## src/rtl/ext_irq_latch.sv

```systemverilog
module ext_irq_latch #(
  parameter int N = 8
) (
  input  logic        clk,
  input  logic        rst_n,
  input  logic [7:0]  pin_i,
  input  logic        wr_i,
  input  logic [1:0]  addr_i,
  input  logic [15:0] wdata_i,
  output logic [15:0] rdata_o,
  input  logic [7:0]  svc_done_i,
  output logic        irq_o
);
  localparam int MW = 2 * N;

  logic [N-1:0]  s1, s2, prev;
  logic [N-1:0]  flag, en, evt, clr;
  logic [MW-1:0] mode;

  always_ff @(posedge clk) begin
    if (!rst_n) begin
      s1 <= '0;
      s2 <= '0;
      prev <= '0;
    end else begin
      s1 <= pin_i[N-1:0];
      s2 <= s1;
      prev <= s2;
    end
  end

  always_comb begin
    for (int i = 0; i < N; i++) begin
      case (mode[2*i +: 2])
        2'b00:   evt[i] = ~s2[i];
        2'b01:   evt[i] = s2[i];
        2'b10:   evt[i] = s2[i] & ~prev[i];
        default: evt[i] = ~s2[i] & prev[i];
      endcase
    end
  end

  assign clr = ((wr_i && addr_i == 2'd0) ? ~wdata_i[N-1:0] : '0) | svc_done_i[N-1:0];

  always_ff @(posedge clk) begin
    if (!rst_n) begin
      flag  <= '0;
      en    <= '0;
      mode  <= {N{2'b10}};
      irq_o <= 1'b0;
    end else begin
      flag  <= (flag & ~clr) | evt;
      irq_o <= |(flag & en);
      if (wr_i && addr_i == 2'd1) en <= wdata_i[N-1:0];
      if (wr_i && addr_i == 2'd2) mode <= wdata_i[MW-1:0];
    end
  end

  always_comb begin
    rdata_o = '0;
    case (addr_i)
      2'd0: rdata_o[N-1:0] = flag;
      2'd1: rdata_o[N-1:0] = en;
      2'd2: rdata_o[MW-1:0] = mode;
      default: rdata_o = '0;
    endcase
  end

  assert_irq_high_R8: assert property (@(posedge clk) disable iff (!rst_n)
    (|(flag & en)) |=> irq_o);
  assert_irq_low_R8: assert property (@(posedge clk) disable iff (!rst_n)
    !(|(flag & en)) |=> !irq_o);
  assert_set_wins_R6: assert property (@(posedge clk) disable iff (!rst_n)
    (evt != '0) |=> ((flag & $past(evt)) == $past(evt)));
  assert_write_one_keeps_R4: assert property (@(posedge clk) disable iff (!rst_n)
    (wr_i && addr_i == 2'd0 && svc_done_i == '0) |=>
      ((flag & $past(flag & wdata_i[N-1:0])) == $past(flag & wdata_i[N-1:0])));
  assert_svc_clears_R5: assert property (@(posedge clk) disable iff (!rst_n)
    (|(svc_done_i[N-1:0] & ~evt)) |=> ((flag & $past(svc_done_i[N-1:0] & ~evt)) == '0));
  assert_no_spurious_R2: assert property (@(posedge clk) disable iff (!rst_n)
    1'b1 |=> ((flag & ~$past(flag) & ~$past(evt)) == '0));
endmodule

```

## config.mk

```make
export PLATFORM = sky130hd
export DESIGN_NAME = ext_irq_latch
export DESIGN_NICKNAME = d
export VERILOG_FILES = /design/src/rtl/ext_irq_latch.sv
export SDC_FILE = /design/constraint.sdc
export NUM_CORES = 1
export LEC_CHECK = 0
export BUFFER_PORTS_ARGS = -buffer_cell sky130_fd_sc_hd__clkbuf_2
export CAP_MARGIN = 15
export CORE_UTILIZATION = 41
export CTS_BUF_LIST = sky130_fd_sc_hd__clkbuf_8
export DETAILED_ROUTE_END_ITERATION = 7
export REMOVE_ABC_BUFFERS = 1
export SLEW_MARGIN = 20
export SYNTH_ARGS = -nofsm -noshare
export SYNTH_HDL_FRONTEND = slang
export SYNTH_SLANG_ARGS = --single-unit
```

## constraint.sdc

```tcl
create_clock -name clk -period 2.1 [get_ports clk]
set_input_delay 0.21 -clock clk [delete_from_list [all_inputs] [get_ports clk]]
set_output_delay 0.21 -clock clk [all_outputs]
set_load 0.02 [all_outputs]
```

# Yosys cells after proc, flatten, opt, wreduce, memory -nomap -nowiden
# Index checks and enable logic that the tools add are counted.
# word_totals
in_bits	37
reg_bits	57
out_inout_bits	17
elab_cells	87
# op_classes
reduce_logical	13
n_eq_ne	18
n_bitwise	38
muxes	11
# ops
cell	n
case mux 1 bit (3 select lines)	8
case mux 8 bit (3 select lines)	1
== test 2 x 1 -> 1 bit (second input constant)	9
== test 2 bit (second input constant)	9
zero test 2 bit	9
bitwise AND 1 bit	16
bitwise AND 8 bit	2
2-to-1 mux 8 bit	2
inverter 1 bit	16
inverter 8 bit	2
bitwise OR 8 bit	2
OR reduction 8 bit	1
logical AND 1 bit	3

# Longest topological paths before layout
# Gate-level depths: netlist of the first run.
# logic_depth
depth_word	7
mapped_depth	5
mapped_depth_nobuf	3

# Least setup slack after synthesis of the first run
# No wires, ideal clock.
# synth_path
path_kind	input port to output port
startpoint	input addr_i[1]
endpoint	output rdata_o[1]
required_ns	1.890
path_stages	3
slack_ns	0.919
n_path_buf	1
arrival_ns	0.971
path_cell_list	buf_4 > mux2i_1 > o21ai_0
# synth_via
elab_chain_cells	2
word_cells_on_any_way	4
classes_between	eq/ne: 2; mux: 1; reduce/logical: 1
# synth_lines
item	line_no	source
start: declaration	8	input logic [1:0] addr_i,
== test 2 bit (tied with other cells)	61	case (addr_i)
case mux 8 bit (3 select lines) *	61	
end: declaration	10	output logic [15:0] rdata_o,
# Every way passes the cells marked *; elsewhere a longest branch is shown, timed or not.

# Worst setup path in the final report of the first run
# layout_path
startpoint	input addr_i[0]
endpoint	output rdata_o[3]
# The elaborated chain is that of the path after synthesis.

==> impl_metrics.json, run 1 <==
{
  "async_reset_ff_share_pct": 0,
  "cts_hold_buf": 0,
  "fin_crit_sh_pct": 80.7,
  "final_common_cell": "dfxtp_1",
  "area_growth_pct": 23.1,
  "cp_data_arrival_time_ns": 1.49,
  "fmax_ghz": 0.590,
  "worstSetupPathType": "in -> out",
  "reg2reg_depth": 3,
  "relSlewSlack_pct": 67.8,
  "nNetsFinal": 367,
  "multi_input_area_mm2": 0.00121,
  "status": "finished clean",
  "drt-pass1-iter-count": 4,
  "numClockSinks": 57,
  "io_pins": 54,
  "crit_chain": "clkbuf_2, nor2b_1, buf_4, nand2_1, o21ai_0, clkbuf_2",
  "cpMostUsedCell": "clkbuf_2",
  "clk_pin_slew_ns": 0.07,
  "end_kind": "primary output",
  "min_path_type": "in -> reg",
  "fp.dieW_um": 79.0,
  "cts_resized": 0,
  "synth.avg_cell_area_um2": 8.84,
  "fin_util_pct": 53.3,
  "cts_root_buf": "clkbuf_8",
  "cts_buffers": 9,
  "grt_use_total_pct": 19.0,
  "globalRouteOverflowTotal": 0,
  "first_global_vias": 1904,
  "ys_seq_area_share_pct": 47.0,
  "finalSetupTns_ns": 0,
  "hold-worst-slack_ns": 0.0847,
  "ant_nets": 0,
  "fin_crit_ns": 1.70,
  "synth_flop_cell": "dfxtp_1",
  "netlist_instances": 275,
  "leakage_nw": 1.24,
  "regArea_mm2": 0.00114,
  "diodes": 0,
  "cts_tree": "done",
  "via_per_inst": 5.05,
  "critPathRequiredTime_ns": 1.89,
  "placementRows": 27,
  "grt_pass1_wl_mm": 8.94,
  "cp_slowest_stage_delay_ns": 0.43,
  "powerDensity_mw_per_mm2": 888,
  "yosys_register_bits": 57,
  "start_kind": "input pin",
  "slew_violations": 0,
  "die_area_mm2": 0.00624,
  "gp_congestion": 0.754,
  "syn_area_mm2": 0.00243,
  "postCtsSetupBuffers": 0,
  "hold_viol_final": 0,
  "drive_above_1_share_pct": 24.8,
  "initial_core_util_pct": 43.3,
  "portBuffers": 53,
  "drt_iter0_markers": 83,
  "ir_drop_v": 0.000443,
  "route.detailed.drc": 0,
  "setup_violations": 0,
  "rsz0062_at_grt": "no",
  "ys_warn_count": 0,
  "drt_wl_total_mm": 5.48,
  "drv_cap": 0,
  "synthDominantCellAreaShare_pct": 47.0,
  "clock_latency_ns": 0.33,
  "yosys.cell_types.count": 27,
  "antenna_found_initial": 0,
  "synth_area_leaders": "dfxtp_1 (47%), and2_1 (8.2%), nand2_1 (7.4%)",
  "h-tree-depth": 3,
  "grt_max_degree": 33,
  "clock_skew_ns": 0.0100,
  "dpl.hpwl_mm": 3.74,
  "routedWlPerCell_um": 13.5,
  "worst-path-max-fanout": 14,
  "final_cell_mix": "dfxtp_1 (57), clkbuf_2 (53), nand2_1 (48)",
  "synth_edf_count": 0,
  "core_mm2": 0.00561,
  "num_vias": 2055,
  "die_y_um": 79.0,
  "whs_path_depth": 2,
  "clk_path_buf_depth": 2,
  "nFillCells": 580,
  "slowest_stage": "nor2b_1",
  "max_slew.worst_pin.slew_ns": 0.482,
  "yosysTopAreaCell": "dfxtp_1"
}
[final cells by class]
cell class                 instances  area share, %
inverter                           1          0.125
multi-input combinational        203           40.4
timing repair buffer              58           10.1
tap                               72           3.01
sequential                        57           38.1
clock inverter                     6           3.55
clock buffer                      10           4.60
[worst max-delay path: cells and delay by family]
kind	cells	cell delay, ns
AO/OA/AOI/OAI	1	0.09
buffers and inverters	3	0.69
AND/OR/NAND/NOR	2	0.49
[state kept, by name (all words and copies together), names as in the netlist]
signal  count
en          8
flag        8
irq_o       1
mode       16
prev        8
s1          8
s2          8
[cell families (layout without fill, tap and decap cells)]
logic type      after synthesis  after routing  share of synthesized area (%)
compound gates               60             60                           15.9
xor+xnor                      1              1                          0.361
buf+inv                      15             75                           3.24
flops                        57             57                           47.0
mux                           8              8                           3.30
simple gates                134            134                           30.3
[worst paths after layout]
kind,startpoint,slack (ns),end
max,addr_i[0],0.40,rdata_o[3]
min,pin_i[0],0.08,s1[0]$_SDFF_PN0_
max reg2reg,mode[1]$_SDFFE_PN1P_,1.11,flag[0]$_SDFF_PN0_
min reg2reg,s1[1]$_SDFF_PN0_,0.43,s2[1]$_SDFF_PN0_
[through the flow]
step | setup slack (ns) | instance area [µm²] | cells | power (mW)
4_1_cts | 0.430 | 2990 | 407 | 2.69
2_1_floorplan | 0.755 | 2350 | 261 | 1.33
5_1_grt | 0.297 | 2990 | 407 | 2.77
3_3_place_gp | 0.494 | 2750 | 391 | 1.44
3_5_place_dp | 0.430 | 2750 | 391 | 1.44
6_report | 0.405 | 2990 | 407 | 2.66
[report_power, final]
| group | switching, mW | internal, mW |
|---|---|---|
| Clock | 0.424 | 0.814 |
| Sequential | 0.0394 | 1.13 |
| Combinational | 0.129 | 0.117 |
| Total | 0.593 | 2.06 |
[layer usage]
metal / share of wire, % / global-route usage, % / vias to the layer above
met2: 45 / 31.0 / 46
met4: 2.2 / 10.2 / 0
li1: - / - / 1056
met5: 0 / 0 / -
met1: 48 / 23.4 / 942
met3: 4.1 / 4.02 / 11
[cells in the mapped netlist, types with 2 or more instances]
library cell	instances
and2_1	32
nand3b_1	14
a22oi_1	4
o21ai_1	9
dfxtp_1	57
o21ba_2	7
a21oi_1	23
buf_4	2
mux2i_1	8
nand2b_1	8
a32o_1	7
buf_2	6
clkbuf_1	5
nand3b_2	2
and3b_1	2
nand2_1	48
nor2b_1	9
o21ai_0	8
nand3_1	16
(Power assumes the default switching activity.)
==> run 2: changes to the inputs <==
==> constraint.sdc (replaced) <==
create_clock -name clk -period 1.7 [get_ports clk]
set_input_delay 0.17 -clock clk [delete_from_list [all_inputs] [get_ports clk]]
set_output_delay 0.17 -clock clk [all_outputs]
set_load 0.02 [all_outputs]
==> run 2 against run 1 <==
Flip-flop and latch count unchanged. Highest routed layer unchanged. Critical path type is now reg -> out. Global-route usage up 0.22 points. First-iteration DRC count down 9.6%. Largest cell class unchanged.
==> impl_metrics.json, run 2 (same netlist as run 1, synthesis figures left out) <==
{
  "worstSetupPathType": "reg -> out",
  "fp.dieW_um": 79.0,
  "powerDensity_mw_per_mm2": 1090,
  "diodes": 0,
  "num_vias": 2070,
  "final_cell_mix": "dfxtp_1 (57), clkbuf_2 (53), nand2_1 (48)",
  "final_common_cell": "dfxtp_1",
  "critPathRequiredTime_ns": 1.53,
  "route.detailed.drc": 0,
  "leakage_nw": 1.25,
  "globalRouteOverflowTotal": 0,
  "fin_util_pct": 53.5,
  "ir_drop_v": 0.000706,
  "core_mm2": 0.00561,
  "rsz0062_at_grt": "no",
  "slew_violations": 0,
  "die_y_um": 79.0,
  "placementRows": 27,
  "start_kind": "register",
  "worst-path-max-fanout": 6,
  "cp_data_arrival_time_ns": 1.31,
  "antenna_found_initial": 0,
  "cts_tree": "done",
  "setup_violations": 0,
  "nFillCells": 551,
  "drt-pass1-iter-count": 4,
  "place_inst": 392,
  "end_kind": "primary output",
  "grt_use_total_pct": 19.2,
  "area_growth_pct": 23.4,
  "die_area_mm2": 0.00624,
  "via_per_inst": 5.07,
  "cp_slowest_stage_delay_ns": 0.42,
  "io_pins": 54,
  "clk_path_buf_depth": 2,
  "ant_nets": 0,
  "cts_resized": 0,
  "largest_register_ffs": 16,
  "initial_core_util_pct": 43.3,
  "clock_skew_ns": 0.00575,
  "h-tree-depth": 3,
  "min_path_type": "in -> reg",
  "finalSetupTns_ns": 0,
  "cts_buffers": 9,
  "cts_root_buf": "clkbuf_8",
  "drv_cap": 0,
  "grt_pass1_wl_mm": 8.95,
  "status": "finished clean",
  "drive_above_1_share_pct": 25.0,
  "gp_congestion": 0.758,
  "drt_wl_total_mm": 5.41,
  "regMostFlops": "mode",
  "numClockSinks": 57,
  "crit_chain": "mux2i_1, o21ai_0, clkbuf_2",
  "first_global_vias": 1848,
  "clock_latency_ns": 0.34,
  "fin_crit_ns": 1.48,
  "hold_viol_final": 0,
  "nNetsFinal": 368,
  "cts_hold_buf": 0,
  "place_ws_ns": 0.298,
  "routedWlPerCell_um": 13.3,
  "fin_crit_sh_pct": 87.1,
  "drt_iter0_markers": 75,
  "fmax_ghz": 0.675,
  "grt_max_degree": 33,
  "dpl.hpwl_mm": 3.71,
  "max_slew.worst_pin.slew_ns": 0.470,
  "design_area_mm2": 0.00300,
  "postCtsSetupBuffers": 0,
  "relSlewSlack_pct": 68.6,
  "finalNonFillerCells": 408,
  "slowest_stage": "dfxtp_1",
  "portBuffers": 53,
  "place_area_mm2": 0.00276,
  "clk_pin_slew_ns": 0.07,
  "fin_ws_ns": 0.219
}
run 2: worst max-delay path, delay by kind of cell (launching register included):
kind	cells	cell delay (ns)
buf+inv	1	0.22
compound gates	1	0.23
flops	1	0.42
mux	1	0.10
run 2: path summary, 6_finish.rpt:
path	from	to	slack (ns)	cells after the start
hold reg to reg	s1[3]$_SDFF_PN0_	s2[3]$_SDFF_PN0_	0.43	1
hold / removal	pin_i[1]	s1[1]$_SDFF_PN0_	0.03	2
setup reg to reg	mode[5]$_SDFFE_PN1P_	flag[2]$_SDFF_PN0_	0.72	3
setup / recovery	mode[7]$_SDFFE_PN1P_	rdata_o[7]	0.22	3
run 2: metal layers:
metal  GRT usage [%]  part of all wire [%]  wire length (µm)  vias to the layer above
met1            23.3                    46              2510                      952
met2            31.2                    47              2540                       54
met3            7.47                   5.3               284                        7
met5               0                     0                 0                        -
li1                -                     -                 -                     1057
met4            6.00                   1.2                64                        0
run 2: final cells by class:
type | count | area, µm² | share of cell area [%]
Clock buffer | 10 | 138 | 4.59
Timing Repair Buffer | 59 | 310 | 10.3
Inverter | 1 | 3.75 | 0.125
Multi-Input combinational cell | 203 | 1210 | 40.3
Sequential cell | 57 | 1140 | 38.0
Tap cell | 72 | 90.1 | 3.00
Clock inverter | 6 | 106 | 3.55
run 2: stage by stage:
| stage | hold WS (ns) | total power, mW |
|---|---|---|
| 4_1_cts | 0.00846 | 3.33 |
| 3_3_place_gp | 0.377 | 1.78 |
| 3_5_place_dp | 0.380 | 1.78 |
| 5_1_grt | 0.0206 | 3.43 |
| 2_1_floorplan | 0.242 | 1.64 |
| 6_report | 0.0334 | 3.28 |
run 2: where the power goes:
part	internal (mW)	leakage, nW	total, mW	switching [mW]
clock network	1.00	0.124	1.53	0.525
registers	1.40	0.467	1.45	0.0474
logic	0.146	0.658	0.307	0.161
total	2.55	1.25	3.28	0.734
==> run 3: changes to the inputs <==
--- a/config.mk
+++ b/config.mk
@@ -5,7 +5,7 @@
 export SDC_FILE = /design/constraint.sdc
 export NUM_CORES = 1
 export LEC_CHECK = 0
-export BUFFER_PORTS_ARGS = -buffer_cell sky130_fd_sc_hd__clkbuf_2
+export BUFFER_PORTS_ARGS = -buffer_cell sky130_fd_sc_hd__buf_2
 export CAP_MARGIN = 15
 export CORE_UTILIZATION = 41
 export CTS_BUF_LIST = sky130_fd_sc_hd__clkbuf_8
==> run 3 against run 2 <==
Global-route usage increased by 0.25 points. Fmax increased by 0.90%. Design area increased by 0.38%. Critical path type unchanged. Largest cell class unchanged. Final cell count unchanged. Hold slack got worse by 0.0041 ns. Count of clock-buffer cells in the layout unchanged. Core utilization increased by 0.20 points.
==> impl_metrics.json, run 3 (same netlist as run 1, synthesis figures left out) <==
{
  "num_vias": 2063,
  "cts_buffers": 9,
  "cts_resized": 0,
  "postCtsSetupBuffers": 0,
  "powerDensity_mw_per_mm2": 1100,
  "drt_wl_total_mm": 5.51,
  "place_inst": 392,
  "dpl.hpwl_mm": 3.70,
  "core_mm2": 0.00561,
  "worstSetupPathType": "reg -> out",
  "clock_latency_ns": 0.34,
  "via_per_inst": 5.06,
  "clk_pin_slew_ns": 0.07,
  "clk_path_buf_depth": 2,
  "cts_hold_buf": 0,
  "finalNonFillerCells": 408,
  "met3_usage_pct": 5.40,
  "fin_crit_ns": 1.47,
  "placementRows": 27,
  "final_common_cell": "dfxtp_1",
  "start_kind": "register",
  "nFillCells": 583,
  "antenna_found_initial": 0,
  "cp-startpoint": "mode[7]$_SDFFE_PN1P_",
  "worst-path-max-fanout": 6,
  "portBuffers": 53,
  "diodes": 0,
  "grt_max_degree": 33,
  "cts_tree": "done",
  "ir_drop_v": 0.000761,
  "drt_iter0_markers": 76,
  "routedWlPerCell_um": 13.5,
  "status": "finished clean",
  "initial_core_util_pct": 43.3,
  "setup_violations": 0,
  "nNetsFinal": 368,
  "min_from": "pin_i[1]",
  "hold_viol_final": 0,
  "h-tree-depth": 3,
  "fin_crit_sh_pct": 86.4,
  "fmax_ghz": 0.681,
  "max_slew.worst_pin.slew_ns": 0.458,
  "leakage_nw": 1.26,
  "drive_above_1_share_pct": 25.3,
  "slew_violations": 0,
  "numClockSinks": 57,
  "min_path_type": "in -> reg",
  "clock_skew_ns": 0.00723,
  "ant_nets": 0,
  "die_y_um": 79.0,
  "rsz0062_at_grt": "no",
  "route.detailed.drc": 0,
  "grtUsageMet1_pct": 24.6,
  "grt_pass1_wl_mm": 9.02,
  "final_cell_mix": "dfxtp_1 (57), buf_2 (53), nand2_1 (48)",
  "largest_register_ffs": 16,
  "first_global_vias": 1909,
  "drv_cap": 0,
  "area_growth_pct": 23.9,
  "critPathRequiredTime_ns": 1.53,
  "cp_data_arrival_time_ns": 1.30,
  "busiest_layer": "met2",
  "regMostFlops": "mode",
  "io_pins": 54,
  "globalRouteOverflowTotal": 0,
  "end_kind": "primary output",
  "grt_use_total_pct": 19.5,
  "fp.dieW_um": 79.0,
  "cts_root_buf": "clkbuf_8",
  "die_area_mm2": 0.00624,
  "r2r-start": "mode[11]$_SDFFE_PN1P_",
  "relSlewSlack_pct": 69.3,
  "gp_congestion": 0.781,
  "drt-pass1-iter-count": 4,
  "finalSetupTns_ns": 0,
  "met2_usage_pct": 29.1
}
==> run 3: changes by cell type in the layout (fill, tap and decap cells not counted), sizes merged <==
cell	previous run	this run
clkinvlp	1	0
clkbuf	63	10
inv	2	1
buf	6	59
clkinv	1	3
==> run 3: area by class of cell <==
type	instances	area [µm²]	share of cell area [%]
clock buffers	10	138	4.57
clock inverters	6	105	3.49
inverters	1	3.75	0.125
multi-input cells	203	1210	40.2
flip-flops and latches	57	1140	37.9
well taps	72	90.1	2.99
repair buffers	59	323	10.7
==> run 3: worst max-delay path: stages, from the launching register on <==
cell and delay [ns]:
dfxtp_1 0.43, mux2i_1 0.10, o21ai_0 0.22, buf_2 0.22
==> run 3: worst paths after layout <==
| kind | cells after the start | slack, ns | to |
|---|---|---|---|
| min | 2 | 0.03 | s1[1]$_SDFF_PN0_ |
| max reg2reg | 3 | 0.72 | flag[5]$_SDFF_PN0_ |
| max | 3 | 0.23 | rdata_o[7] |
| min reg2reg | 1 | 0.43 | s2[7]$_SDFF_PN0_ |
==> run 3: where the power goes <==
group          leakage (nW)  internal (mW)  switching [mW]
Clock                 0.126           1.01           0.537
Combinational         0.665          0.149           0.161
Sequential            0.467           1.40          0.0481
Total                  1.26           2.55           0.746
==> run 3: metal layers <==
| metal | up-vias | routed length, µm |
|---|---|---|
| met5 | - | 0 |
| met3 | 10 | 264 |
| met2 | 46 | 2440 |
| met4 | 0 | 127 |
| li1 | 1063 | - |
| met1 | 944 | 2680 |
==> run 3: through the flow <==
stage	total power, mW	worst slack (ns)	utilization, %	cell area (µm²)	hold slack (ns)
5_1_grt	3.44	0.138	53.7	3010	0.0207
6_report	3.30	0.232	53.7	3010	0.0294
4_1_cts	3.34	0.218	53.7	3010	0.0143
3_5_place_dp	1.79	0.346	49.4	2770	0.378
3_3_place_gp	1.78	0.354	49.4	2770	0.375
2_1_floorplan	1.64	0.435	-	2350	0.242
